File: src/rtl/frac_rate_pkg.sv
package frac_rate_pkg;

    // Commit sequencer states
    typedef enum logic {
        ST_IDLE    = 1'b0,
        ST_PENDING = 1'b1
    } seq_state_t;

endpackage

File: src/rtl/frac_rate_regs.sv
module frac_rate_regs #(
    parameter int DATA_W     = 32,
    parameter int FRAME_BITS = 5,
    parameter int FIELD_LSB  = 8,
    parameter int KICK_BIT   = 31
) (
    input  logic                  clk,
    input  logic                  rst_n,
    input  logic                  code_wr,
    input  logic [FRAME_BITS-1:0] code_wdata,
    input  logic                  rd_sel,
    input  logic                  busy,
    output logic [FRAME_BITS-1:0] code_q,
    output logic [DATA_W-1:0]     rd_data
);

    // Pending rate code; frozen while a commit is outstanding
    always_ff @(posedge clk or negedge rst_n) begin
        if (!rst_n) begin
            code_q <= '0;
        end else if (code_wr && !busy) begin
            code_q <= code_wdata;
        end
    end

    always_comb begin
        rd_data = '0;
        if (!rd_sel) begin
            rd_data[FIELD_LSB +: FRAME_BITS] = code_q;
        end else begin
            rd_data[KICK_BIT] = busy;
        end
    end

endmodule

File: src/rtl/frac_rate_seq.sv
module frac_rate_seq
    import frac_rate_pkg::*;
#(
    parameter int FRAME_BITS = 5,
    localparam int FRAME     = 1 << FRAME_BITS,
    localparam int MW        = FRAME_BITS + 1
) (
    input  logic                  clk,
    input  logic                  rst_n,
    input  logic                  commit_req,
    input  logic [FRAME_BITS-1:0] code,
    output logic                  busy,
    output logic                  frame_last,
    output logic [FRAME_BITS-1:0] frame_cnt,
    output logic [MW-1:0]         mult_act
);

    localparam logic [MW-1:0]         FRAME_M = MW'(FRAME);
    localparam logic [FRAME_BITS-1:0] LAST_C  = FRAME_BITS'(FRAME - 1);

    seq_state_t state_q, state_d;
    logic       load;

    assign frame_last = (frame_cnt == LAST_C);

    // Next-state logic
    always_comb begin
        state_d = state_q;
        unique case (state_q)
            ST_IDLE:    if (commit_req) state_d = ST_PENDING;
            ST_PENDING: if (frame_last) state_d = ST_IDLE;
            default:    state_d = ST_IDLE;
        endcase
    end

    // State register
    always_ff @(posedge clk or negedge rst_n) begin
        if (!rst_n) state_q <= ST_IDLE;
        else        state_q <= state_d;
    end

    // Outputs of the state machine
    always_comb begin
        busy = 1'b0;
        load = 1'b0;
        unique case (state_q)
            ST_IDLE:    busy = 1'b0;
            ST_PENDING: begin
                busy = 1'b1;
                load = frame_last;
            end
            default:    busy = 1'b0;
        endcase
    end

    // Free-running frame position and applied multiplier
    always_ff @(posedge clk or negedge rst_n) begin
        if (!rst_n) begin
            frame_cnt <= '0;
            mult_act  <= FRAME_M;
        end else begin
            frame_cnt <= frame_cnt + 1'b1;
            if (load) mult_act <= FRAME_M - {1'b0, code};
        end
    end

endmodule

File: src/rtl/frac_rate_accum.sv
module frac_rate_accum #(
    parameter int FRAME_BITS = 5,
    localparam int FRAME     = 1 << FRAME_BITS,
    localparam int MW        = FRAME_BITS + 1
) (
    input  logic          clk,
    input  logic          rst_n,
    input  logic [MW-1:0] mult,
    input  logic          frame_last,
    output logic          en
);

    logic [MW-1:0] acc_q;
    logic [MW:0]   sum;
    logic [MW:0]   wrap;

    assign sum  = {1'b0, acc_q} + {1'b0, mult};
    assign en   = (sum >= (MW+1)'(FRAME));
    assign wrap = sum - (MW+1)'(FRAME);

    // Phase accumulator; restarts at zero on every frame boundary
    always_ff @(posedge clk or negedge rst_n) begin
        if (!rst_n) begin
            acc_q <= '0;
        end else if (frame_last) begin
            acc_q <= '0;
        end else if (en) begin
            acc_q <= wrap[MW-1:0];
        end else begin
            acc_q <= sum[MW-1:0];
        end
    end

endmodule

File: src/rtl/frac_rate_ctl.sv
module frac_rate_ctl #(
    parameter int DATA_W     = 32,
    parameter int FRAME_BITS = 5,
    parameter int FIELD_LSB  = 8,
    parameter int KICK_BIT   = 31,
    localparam int MW        = FRAME_BITS + 1
) (
    input  logic              clk,
    input  logic              rst_n,
    input  logic              wr_en,
    input  logic              wr_sel,
    input  logic [DATA_W-1:0] wr_data,
    input  logic              rd_sel,
    output logic [DATA_W-1:0] rd_data,
    output logic              clk_en_out,
    output logic              busy
);

    logic [FRAME_BITS-1:0] code_q;
    logic [FRAME_BITS-1:0] frame_cnt;
    logic [MW-1:0]         mult_act;
    logic                  frame_last;
    logic                  code_wr;
    logic                  commit_req;
    logic                  wr_data_unused;

    assign code_wr        = wr_en && !wr_sel;
    assign commit_req     = wr_en && wr_sel && wr_data[KICK_BIT];
    assign wr_data_unused = ^wr_data;

    frac_rate_regs #(
        .DATA_W     (DATA_W),
        .FRAME_BITS (FRAME_BITS),
        .FIELD_LSB  (FIELD_LSB),
        .KICK_BIT   (KICK_BIT)
    ) u_regs (
        .clk        (clk),
        .rst_n      (rst_n),
        .code_wr    (code_wr),
        .code_wdata (wr_data[FIELD_LSB +: FRAME_BITS]),
        .rd_sel     (rd_sel),
        .busy       (busy),
        .code_q     (code_q),
        .rd_data    (rd_data)
    );

    frac_rate_seq #(
        .FRAME_BITS (FRAME_BITS)
    ) u_seq (
        .clk        (clk),
        .rst_n      (rst_n),
        .commit_req (commit_req),
        .code       (code_q),
        .busy       (busy),
        .frame_last (frame_last),
        .frame_cnt  (frame_cnt),
        .mult_act   (mult_act)
    );

    frac_rate_accum #(
        .FRAME_BITS (FRAME_BITS)
    ) u_accum (
        .clk        (clk),
        .rst_n      (rst_n),
        .mult       (mult_act),
        .frame_last (frame_last),
        .en         (clk_en_out)
    );

endmodule

File: config.mk
export PLATFORM = sky130hd
export DESIGN_NAME = frac_rate_ctl
export DESIGN_NICKNAME = d
export VERILOG_FILES = /design/src/rtl/frac_rate_pkg.sv /design/src/rtl/frac_rate_regs.sv /design/src/rtl/frac_rate_seq.sv /design/src/rtl/frac_rate_accum.sv /design/src/rtl/frac_rate_ctl.sv
export SDC_FILE = /design/constraint.sdc
export NUM_CORES = 1
export LEC_CHECK = 0
export BUFFER_PORTS_ARGS = -buffer_cell sky130_fd_sc_hd__clkbuf_2
export CAP_MARGIN = 0
export CELL_PAD_IN_SITES_DETAIL_PLACEMENT = 1
export CELL_PAD_IN_SITES_GLOBAL_PLACEMENT = 1
export CORE_ASPECT_RATIO = 1.2
export CORE_MARGIN = 1.5
export CORE_UTILIZATION = 33
export DETAILED_ROUTE_END_ITERATION = 7
export GPL_ROUTABILITY_DRIVEN = 0
export HOLD_SLACK_MARGIN = 0.05
export PLACE_DENSITY = 0.81
export SETUP_SLACK_MARGIN = 0.5
export SLEW_MARGIN = 30
export SYNTH_ARGS = -nofsm -noshare
export SYNTH_HDL_FRONTEND = slang
export SYNTH_SLANG_ARGS = --single-unit
File: constraint.sdc
create_clock -name clk -period 2.98 [get_ports clk]
set_clock_uncertainty 0.2 [all_clocks]
set_input_delay 0.298 -clock clk [delete_from_list [all_inputs] [get_ports clk]]
set_output_delay 0.298 -clock clk [all_outputs]
set_load 0.05 [all_outputs]
Word level (Yosys, flattened, before mapping)
Index checks and enable logic that the tools add are counted.
{"block": "totals", "out_inout_bits": 34, "inputBits": 37, "register_bits": 23, "wordCells": 27}
{"block": "classes", "muxes": 9, "add_sub_neg": 4, "reduce_logical": 6, "n_eq_ne": 1, "order_cmp": 1, "bitwise_logic": 1}
{"operator": "$mux 6", "n": 2}
{"operator": "$add 6x6->7", "n": 1}
{"operator": "$ge 7x6->1 const B", "n": 1}
{"operator": "$sub 6x5->6 const A", "n": 1}
{"operator": "$sub 6x6->6 const B", "n": 1}
{"operator": "$add 5x1->5 const B", "n": 1}
{"operator": "$eq 5x5->1 const B", "n": 1}
{"operator": "$mux 5", "n": 1}
{"operator": "$logic_and 1x1->1", "n": 4}
{"operator": "$mux 1", "n": 4}
{"operator": "$pmux 1 s2", "n": 2}
{"operator": "$logic_not 1->1", "n": 2}
{"operator": "$not 1->1", "n": 1}

Longest topological paths before layout
Gate-level depths: netlist (run 1).
{"block": "depth", "depth_word": 4, "mapped_depth": 7, "ltp_nobuf": 6}

Modules after synthesis
Synthesis (run 1) repeated with hierarchy kept, for this count alone.
{"block": "hier_totals", "hier_cells": 130, "hier_area_um2": 1407.6}
{"mod": "frac_rate_seq", "seq_area_each_um2": 301.5, "cells_per_inst": 43, "area_each_um2": 525.5, "instances": 1}
{"mod": "frac_rate_accum", "seq_area_each_um2": 150.1, "cells_per_inst": 41, "area_each_um2": 432.9, "instances": 1}
{"mod": "frac_rate_regs", "seq_area_each_um2": 125.1, "cells_per_inst": 44, "area_each_um2": 432.9, "instances": 1}
{"mod": "frac_rate_ctl", "seq_area_each_um2": 0.0, "cells_per_inst": 2, "area_each_um2": 16.3, "instances": 1}

Worst setup path after synthesis (run 1)
OpenSTA, ideal clock, no wires.
{"block": "synth_path", "path_kind": "register to output", "from": "register u_seq.mult_act[0]", "to": "output port clk_en_out", "arrival_time_ps": 2128, "n_path_buf": 0, "setup_slack_ps": 354, "path_stages_with_launch": 7, "t_required_ps": 2482, "path_cell_list": "dfrtp_1 > ha_1 > fa_1 > a211oi_1 > o21bai_1 > a21oi_2 > nand4b_1"}
{"block": "synth_between", "elab_chain_cells": 2}
{"element": "start, declared", "line_no": "frac_rate_seq.sv:15", "text": "output logic [MW-1:0] mult_act"}
{"element": "start signal, assigned", "line_no": "frac_rate_seq.sv:63", "text": "if (load) mult_act <= FRAME_M - {1'b0, code};"}
{"element": "$add 6x6->7", "line_no": "frac_rate_accum.sv:17", "text": "assign sum = {1'b0, acc_q} + {1'b0, mult};"}
{"element": "$ge 7x6->1", "line_no": "frac_rate_accum.sv:18", "text": "assign en = (sum >= (MW+1)'(FRAME));"}
{"element": "end, declared", "line_no": "frac_rate_ctl.sv:15", "text": "output logic clk_en_out,"}
Every way passes these cells.

Final worst setup path (run 1)
Ends and elaborated chain as after synthesis.

==> results.ini, run 1 <==
[clock_tree]
cts_buffers = 3
h-tree-depth = 1
clk_latency_ns = 0.26
cts_sinks = 23
cts_buffer_depth = 2
clock-root-buffer = clkbuf_8
clk_pin_slew_ns = 0.07
cts_tree = done

[min_path]
worstHoldStart = wr_data[8]
hp-class = input port to flip-flop
min_path_cells = 3
holdPathEnd = u_regs.code_q[0]

[global_routing]
grt_pass1_wl_um = 4480
overflow = 0
grt_max_degree = 24
antenna_found_initial = 0
grt_pass1_vias = 992
grt_util_all_layers_pct = 13.5

[synth]
synth_cell_types = 38
ys_seq_area_share_pct = 42.0
post-synth-top-count-cell = buf_4
syn_inst = 127
yosys.area.top_type = dfrtp_1
syn_area_sq_um = 1370
async_reset_ff_share_pct = 100
ys_warn_count = 0
synth_enable_flop_cells = 0
yosys-top-cells-count = 26 x buf_4, 22 x dfrtp_1, 9 x ha_1
synth_top_area_share_pct = 40.1
synth_area_per_cell_sq_um = 10.8
ys.flop_type = dfrtp_1
synth_seq_cells = 23
yosys-top-cells-area = dfrtp_1 40%, buf_4 14%, ha_1 8.2%

[setup_path]
cp-start-kind = flip-flop
r2r_setup_slack_ns = 0.83
crit_fanout = 3
arrival_ns = 2.14
reg2reg_to = u_seq.mult_act[1]
slowest_stage = dfrtp_1
reg2reg_from = u_seq.frame_cnt[0]
rr_worst_depth = 5
critPathCaptureType = output pin
crit_required_ns = 2.48
max_stage_delay_ns = 0.40
path_cells = ha_2 > fa_2 > a211oi_2 > o21bai_1 > a21oi_2 > nand4b_1 > clkbuf_8
critPathKind = flip-flop to output pin

[detailed_routing]
ant_nets = 0
wl_per_cell_um = 13.2
vias = 931
drt-total-wl_um = 2720
drc = 0
via_per_inst = 4.50
first_pass_iters = 3
drt-initial-drc-count = 10

[sta]
finalSetupViolations = 0
worst_pin_slew_ns = 0.595
fin_tns_setup_ns = 0
finalMaxSlewViolations = 0
slew_headroom_pct = 60.4
fin_crit_ns = 2.64
rsz0062_at_grt = yes
finalHoldViolations = 0
period_share_pct = 88.5
fmax_ghz = 0.379

[final_layout]
finish.utilization_pct = 38.9
finalNonFillerCells = 207
drive_gt1_share_pct = 22.2
area_growth_pct = 12.7
diodes = 0
nets = 201

[floorplan]
dieArea_sq_um = 4560
die_h_um = 73.7
boundaryPins = 71
die_w_um = 61.9
coreArea_sq_um = 3970
initial_core_util_pct = 34.6
fp-row-count = 25

[place]
port_buffers = 18
dp_hpwl_um = 2100
dp_cells = 197

[power]
p_seq_share_pct = 29.8
p_leak_nw = 0.756
p_per_area_nw_per_um2 = 1040
pwr-share-clk_pct = 11.9
power_mw = 1.62
power.internal_uw = 888
switching_share_pct = 45.1
peakVddDrop_uv = 341
p_sw_uw = 728
power.share.combinational_pct = 58.3

[run_status]
outcome = finished, final reports clean

[flow_run]
maxCapViolations = 0

[worst max-delay path: cells and delay by family, from the launching register on]
family	cells	cell delay, ns
and+or+nand+nor	1	0.12
DFF	1	0.40
AOI/OAI and AO/OA	3	0.54
buffers and inverters	1	0.20
adders and majority gates	2	0.62
[kinds of logic (layout without fill, tap and decap cells)]
logic type	count (synthesis)	in the layout	share of synthesized area, %
buffers and inverters	31	32	15.6
and+or+nand+nor	30	30	13.4
DFF	23	23	42.0
AOI/OAI and AO/OA	21	21	11.2
adders and majority gates	10	10	9.66
xor gates and xnor gates	6	6	3.83
muxes	5	5	4.01
other	1	26	0.273
[routing by layer]
metal	wire [um]	global-route usage (%)	vias up
met3	145	2.82	5
met5	0	0	-
met4	36	4.26	0
met1	1050	15.2	458
met2	1500	24.6	34
li1	-	-	434
[final cells by class]
type	count	area (sq um)
fill	472	2430
multi-input combinational	98	688
sequential	23	577
inverter	4	15.0
clock buffer	4	45.0
tap	54	67.6
timing repair buffer	24	154
[state kept, by name, summed over array words and instances, names as in the netlist]
| register | count |
|---|---|
| u_seq.state_q | 1 |
| u_seq.mult_act | 6 |
| u_regs.code_q | 5 |
| u_seq.frame_cnt | 5 |
| u_accum.acc_q | 6 |
[worst max path at each step]
stage,startpoint,endpoint,slack [ns],depth (start not counted)
finish,u_seq.mult_act[0],clk_en_out,0.34,7
global route,u_seq.mult_act[0],clk_en_out,0.24,7
CTS,u_seq.mult_act[0],clk_en_out,0.33,7
detailed placement,u_seq.mult_act[2],clk_en_out,0.55,6
global placement,u_seq.mult_act[0],clk_en_out,0.61,7
floorplan,u_seq.mult_act[0],clk_en_out,0.52,6
[timing repair]
action | in CTS | in global routing
pin swaps | 1 | 0
setup endpoints to repair | 1 | 1
hold buffers | 4 | 0
setup buffers | 2 | 0
gates resized for setup | 3 | 0
endpoints found under the hold margin | 25 | 0
cloned | 0 | 0
[placed cells by master (no fill, tap or decap), drive strengths merged]
master,instances
a22o,1
buf,2
nor2,4
dfrtp,22
nor3,3
nand3,2
a211o,1
o21a,1
inv,4
a211oi,4
dlygate4sd3,4
a41oi,1
conb,26
xnor2,2
nand4b,1
and3,1
mux2,4
and2b,1
a31oi,1
and2,1
a21oi,1
ha,9
a2111oi,1
o21bai,1
a21o,2
nor3b,3
nand2b,1
mux2i,1
dfstp,1
xor2,4
clkbuf,22
nor2b,5
nor4b,1
fa,1
nand2,7
o21ai,7
[power by group through the flow]
stage / Combinational, mW / Clock [mW] / Sequential (mW)
4_1_cts: 0.946 / 0.203 / 0.484
2_1_floorplan: 0.737 / 0 / 0.471
6_report: 0.942 / 0.192 / 0.482
3_3_place_gp: 0.823 / 0 / 0.483
5_1_grt: 1.03 / 0.215 / 0.497
3_5_place_dp: 0.875 / 0 / 0.491
[per-stage QoR]
step                      hold slack (ns)  area [sq um]  setup slack (ns)
after detailed placement            0.131          1440             0.545
final                              0.0524          1550             0.341
after floorplan                    -0.198          1480             0.523
after CTS                          0.0539          1550             0.327
after global placement              0.116          1440             0.613
after global routing               0.0564          1550             0.244
No activity file was read; power rests on OpenSTA's default activity.
==> run 2, diff against run 1 <==
==> constraint.sdc (replaced) <==
create_clock -name clk -period 2.98 [get_ports clk]
set_clock_uncertainty 0.2 [all_clocks]
set_input_delay 0.745 -clock clk [delete_from_list [all_inputs] [get_ports clk]]
set_output_delay 0.745 -clock clk [all_outputs]
set_load 0.05 [all_outputs]
==> results.ini, run 2 (synthesis results as in run 1) <==
[setup_path]
cp-start-kind = flip-flop
crit_required_ns = 2.04  ; -0.44 ns
crit_fanout = 3  ; unchanged
path_cells = buf_4 > fa_2 > a211oi_2 > o21bai_1 > a21oi_2 > nand4b_1 > clkbuf_8
critPathCaptureType = output pin
r2r_setup_slack_ns = 0.87  ; +0.04 ns
reg2reg_to = u_seq.mult_act[1]
critical-path-top-delay-family = compound AO/OA/AOI/OAI gates
arrival_ns = 2.12  ; -0.02 ns
rr_worst_depth = 5  ; unchanged
max_stage_delay_ns = 0.42  ; +0.02 ns
slowest_stage = fa_2
critPathKind = flip-flop to output pin
critPathBufInv = 2  ; +1
reg2reg_from = u_seq.frame_cnt[0]

[clock_tree]
h-tree-depth = 1  ; unchanged
clk_latency_ns = 0.26  ; about the same
cts_sinks = 23  ; unchanged
cts_tree = done
cts_buffers = 3  ; unchanged
clk_pin_slew_ns = 0.08  ; about the same
clock-root-buffer = clkbuf_8
cts_buffer_depth = 2  ; unchanged
cts_hold_buf = 0  ; -4

[global_routing]
grt_pass1_wl_um = 4200  ; -6.2%
grt_util_all_layers_pct = 12.4  ; -1.0 points
grt_pass1_vias = 889  ; -10%
grt_max_degree = 24  ; unchanged
overflow = 0  ; unchanged
antenna_found_initial = 0  ; unchanged

[power]
p_leak_nw = 0.752  ; -0.51%
power_mw = 1.64  ; +1.7%
peakVddDrop_uv = 347  ; +1.7%
p_per_area_nw_per_um2 = 1070  ; +2.9%

[sta]
slew_headroom_pct = 60.8  ; +0.42 points
fin_crit_ns = 3.06  ; +0.424 ns
fin_ws_ns = -0.0824  ; -0.424 ns
fmax_ghz = 0.327  ; -14%
finalMaxSlewViolations = 0  ; unchanged
finalHoldViolations = 0  ; unchanged
finalSetupViolations = 1  ; +1
worst_pin_slew_ns = 0.588  ; -0.00624 ns
rsz0062_at_grt = yes
whs_ns = 0.256  ; +0.204 ns
period_share_pct = 103  ; +14 points

[floorplan]
fp-row-count = 25  ; unchanged
boundaryPins = 71  ; unchanged
dieArea_sq_um = 4560  ; unchanged
die_h_um = 73.7  ; unchanged
initial_core_util_pct = 34.6  ; unchanged
die_w_um = 61.9  ; unchanged
coreArea_sq_um = 3970  ; unchanged

[final_layout]
seq_area_sq_um = 577  ; unchanged
nFillCells = 478  ; +1.3%
diodes = 0  ; unchanged
area_growth_pct = 11.4
multi_input_area_sq_um = 696  ; +1.1%
drive_gt1_share_pct = 23.2  ; +0.96 points
nets = 199  ; -1.0%
top_regs = u_accum.acc_q (6), u_seq.mult_act (6)
layout_commonest_cell = conb_1
final_cell_mix = 26 x conb_1, 22 x dfrtp_1, 17 x clkbuf_2

[place]
dp_slack_ns = 0.120  ; -0.425 ns
dp_hpwl_um = 2010  ; -4.5%
port_buffers = 18  ; unchanged

[min_path]
hp-class = flip-flop to flip-flop
min_path_cells = 1  ; -2
holdPathEnd = u_seq.frame_cnt[0]
worstHoldStart = u_seq.frame_cnt[0]

[detailed_routing]
drc = 0  ; unchanged
ant_nets = 0  ; unchanged
met2_length_um = 1320  ; -12%
drt-total-wl_um = 2530  ; -7.2%
vias = 910  ; -2.3%
drt-initial-drc-count = 14  ; +4
wl_met1_um = 1040  ; -0.57%
highest_layer = met4
first_pass_iters = 4  ; +1
wl_per_cell_um = 12.3  ; -6.3%
via_per_inst = 4.44  ; -1.3%
met3WireLength_um = 141  ; -2.8%

[flow_run]
maxCapViolations = 0  ; unchanged

[run_status]
violations = negative setup slack
outcome = finished with violations

==> run 2: cell count changes in the layout (fill, tap and decap cells not counted), sizes merged <==
cell and delta:
dlygate4sd3 -4, buf +2
==> run 2: worst max-delay path by stage <==
| stage | endpoint | slack, ns | startpoint | cells past startpoint |
|---|---|---|---|---|
| finish | clk_en_out | -0.08 | u_seq.mult_act[1] | 7 |
| floorplan | clk_en_out | 0.10 | u_seq.mult_act[0] | 6 |
| global route | clk_en_out | -0.20 | u_seq.mult_act[1] | 7 |
| global placement | clk_en_out | 0.19 | u_seq.mult_act[0] | 7 |
| CTS | clk_en_out | -0.08 | u_seq.mult_act[1] | 6 |
| detailed placement | clk_en_out | 0.12 | u_seq.mult_act[1] | 6 |
==> run 2: metal layers <==
| metal | vias to the layer above | GRT usage (%) |
|---|---|---|
| met5 | - | 0 |
| met4 | 0 | 3.55 |
| met3 | 3 | 2.64 |
| met2 | 34 | 22.1 |
| met1 | 440 | 14.7 |
| li1 | 433 | - |
==> run 2: power breakdown <==
| group | switching [mW] | total (mW) | internal [mW] |
|---|---|---|---|
| Sequential | 0.0723 | 0.487 | 0.415 |
| Combinational | 0.567 | 0.962 | 0.395 |
| Clock | 0.0985 | 0.194 | 0.0955 |
| Total | 0.738 | 1.64 | 0.905 |
==> run 2: final cells by class <==
type                       instances  share of cell area [%]
clock buffer                       4                    2.95
inverter                           4                   0.982
multi-input combinational         98                    45.5
sequential                        23                    37.7
tap                               54                    4.42
timing repair buffer              22                    8.43
==> run 2: what timing repair did <==
action | 4_1_cts | 5_1_grt
pin swaps | 2 | 2
setup endpoints to repair | 1 | 1
buffers inserted | 4 | 0
endpoints found under the hold margin | 0 | 0
resized for setup | 3 | 0
==> run 2: worst reg2reg max path, cell delays in order (launching register included) <==
cell and delay (ns):
dfrtp_1 0.40, ha_1 0.23, and3_1 0.19, ha_1 0.31, nand2_1 0.32, mux2_1 0.36
==> run 2: metrics by stage <==
step	instances	util, %	TNS (ns)	cell area, sq um
after floorplan	152	-	0	1480
after global placement	197	36.1	0	1440
after detailed placement	197	36.1	0	1440
after CTS	205	38.5	-0.0828	1530
after global routing	205	38.5	-0.200	1530
final	205	38.5	-0.0824	1530
==> run 3, diff against run 2 <==
Settings changed: BUFFER_PORTS_ARGS -buffer_cell sky130_fd_sc_hd__clkbuf_2 to -buffer_cell sky130_fd_sc_hd__buf_2, CORE_MARGIN 1.5 to 3.
==> results.ini, run 3 (synthesis results as in run 1) <==
[power]
switching_share_pct = 45.1  ; +0.18 points
p_per_area_nw_per_um2 = 1090  ; +1.4%
power.internal_uw = 928  ; +2.5%
power.share.combinational_pct = 59.3  ; +0.7 points
p_seq_share_pct = 29.4  ; -0.2 points
p_sw_uw = 762  ; +3.2%
pwr-share-clk_pct = 11.3  ; -0.5 points
peakVddDrop_uv = 350  ; +0.77%
p_leak_nw = 0.748  ; -0.52%

[setup_path]
slowest_stage = dfrtp_1
critPathBufInv = 1  ; -1
crit_fanout = 3  ; unchanged
critPathKind = flip-flop to output pin
reg2reg_to = u_seq.mult_act[1]
cp-start-kind = flip-flop
max_stage_delay_ns = 0.41  ; about the same
r2r_setup_slack_ns = 0.85  ; -0.02 ns
reg2reg_from = u_seq.frame_cnt[0]
startpoint = u_seq.mult_act[0]
path_cells = ha_4 > fa_2 > a211oi_4 > o21bai_1 > a21oi_2 > nand4b_1 > buf_6
arrival_ns = 2.06  ; -0.06 ns
critical-path-top-delay-family = adder cells
critPathCaptureType = output pin
rr_worst_depth = 5  ; unchanged
crit_required_ns = 2.04  ; about the same

[sta]
rsz0062_at_grt = yes
fin_ws_ns = -0.0293  ; +0.0531 ns
worst_pin_slew_ns = 0.517  ; -0.0708 ns
whs_ns = 0.246  ; -0.0103 ns
finalSetupViolations = 1  ; unchanged
finalHoldViolations = 0  ; unchanged
fmax_ghz = 0.332  ; +1.8%
fin_crit_ns = 3.01  ; -0.0531 ns
finalMaxSlewViolations = 0  ; unchanged
slew_headroom_pct = 65.5  ; +4.7 points
period_share_pct = 101  ; -1.8 points

[global_routing]
antenna_found_initial = 0  ; unchanged
grt_pass1_wl_um = 4720  ; +12%
overflow = 0  ; unchanged
grt_util_all_layers_pct = 12.4  ; -0.075 points
grt_max_degree = 24  ; unchanged
grt_pass1_vias = 1009  ; +13%

[final_layout]
diodes = 0  ; unchanged
top_regs = u_accum.acc_q (6), u_seq.mult_act (6)
finalNonFillerCells = 205  ; unchanged
final_cell_mix = 26 x conb_1, 21 x dfrtp_1, 17 x buf_2
stdcell_area_sq_um = 1550  ; +1.4%
layout_commonest_cell = conb_1
area_growth_pct = 12.9
nets = 199  ; unchanged
drive_gt1_share_pct = 25.2  ; +2.0 points
finish.utilization_pct = 39.0  ; +0.54 points

[clock_tree]
clk_pin_slew_ns = 0.08  ; about the same
cts_buffers = 3  ; unchanged
cts_hold_buf = 0  ; unchanged
cts_tree = done
cts_buffer_depth = 2  ; unchanged
clock-root-buffer = clkbuf_8
cts_sinks = 23  ; unchanged
h-tree-depth = 1  ; unchanged
clk_latency_ns = 0.26  ; about the same

[floorplan]
dieArea_sq_um = 4970  ; +9.1%
coreArea_sq_um = 3970  ; unchanged
die_w_um = 64.9  ; +4.8%
initial_core_util_pct = 34.6  ; unchanged
die_h_um = 76.7  ; +4.1%
fp-row-count = 25  ; unchanged
boundaryPins = 71  ; unchanged

[detailed_routing]
drt-total-wl_um = 2650  ; +4.9%
vias = 907  ; -0.33%
first_pass_iters = 3  ; -1
via_per_inst = 4.42  ; -0.33%
drc = 0  ; unchanged
wl_per_cell_um = 12.9  ; +4.9%
drt-initial-drc-count = 16  ; +2
ant_nets = 0  ; unchanged

[place]
port_buffers = 18  ; unchanged
placed_cell_area_sq_um = 1440  ; unchanged
dp_slack_ns = 0.106  ; -0.0141 ns
dp_hpwl_um = 2130  ; +6.1%
dp_cells = 197  ; unchanged

[flow_run]
maxCapViolations = 0  ; unchanged

[min_path]
hp-class = input port to async pin

[run_status]
outcome = finished with violations
violations = negative setup slack

## run 3: cell types whose count changed in the layout (fill, tap and decap cells not counted), sizes merged
cell and delta:
buf +18, clkbuf -18
## run 3: worst max-delay path by stage
stage | endpoint | depth (start not counted) | slack [ns]
3_3_place_gp | clk_en_out | 7 | 0.21
4_1_cts | clk_en_out | 7 | -0.08
6_report | clk_en_out | 7 | -0.03
2_1_floorplan | clk_en_out | 6 | 0.10
5_1_grt | clk_en_out | 7 | -0.13
3_5_place_dp | clk_en_out | 7 | 0.11
## run 3: per-stage QoR
| stage | TNS [ns] | total power [mW] |
|---|---|---|
| after global routing | -0.129 | 1.82 |
| after floorplan | 0 | 1.21 |
| after global placement | 0 | 1.31 |
| after detailed placement | 0 | 1.38 |
| after CTS | -0.0807 | 1.68 |
| final | -0.0293 | 1.69 |
## run 3: worst reg2reg max path, delay by kind of cell, from the launching register on
family	cells	cell delay [ns]
adder cells (fa/ha/maj)	2	0.57
flip-flops	1	0.38
multiplexers	1	0.38
AND/OR/NAND/NOR	2	0.48
## run 3: what timing repair did
| item | 4_1_cts | 5_1_grt |
|---|---|---|
| buffers inserted | 3 | 1 |
| cloned | 0 | 0 |
| pin swaps | 3 | 3 |
| resized for setup | 5 | 2 |
| endpoints found under the setup margin | 1 | 1 |
## run 3: final cells by class
type                       count  area [sq um]
fill                         470          2420
tap                           54          67.6
multi-input combinational     98           718
sequential                    23           578
inverter                       4          15.0
clock buffer                   4          45.0
timing repair buffer          22           126
## run 3: metal layers
| layer | vias up | wire length (um) | GRT usage (%) |
|---|---|---|---|
| met5 | - | 0 | 0 |
| met4 | 0 | 77 | 7.61 |
| met3 | 5 | 133 | 2.05 |
| met2 | 31 | 1410 | 20.9 |
| met1 | 442 | 1030 | 14.3 |
| li1 | 429 | - | - |
## run 3: power by group through the flow
| stage | Sequential [mW] | Combinational (mW) | Clock [mW] |
|---|---|---|---|
| 2_1_floorplan | 0.471 | 0.737 | 0 |
| 3_3_place_gp | 0.483 | 0.825 | 0 |
| 3_5_place_dp | 0.489 | 0.890 | 0 |
| 4_1_cts | 0.490 | 0.989 | 0.198 |
| 5_1_grt | 0.514 | 1.10 | 0.210 |
| 6_report | 0.497 | 1.00 | 0.190 |
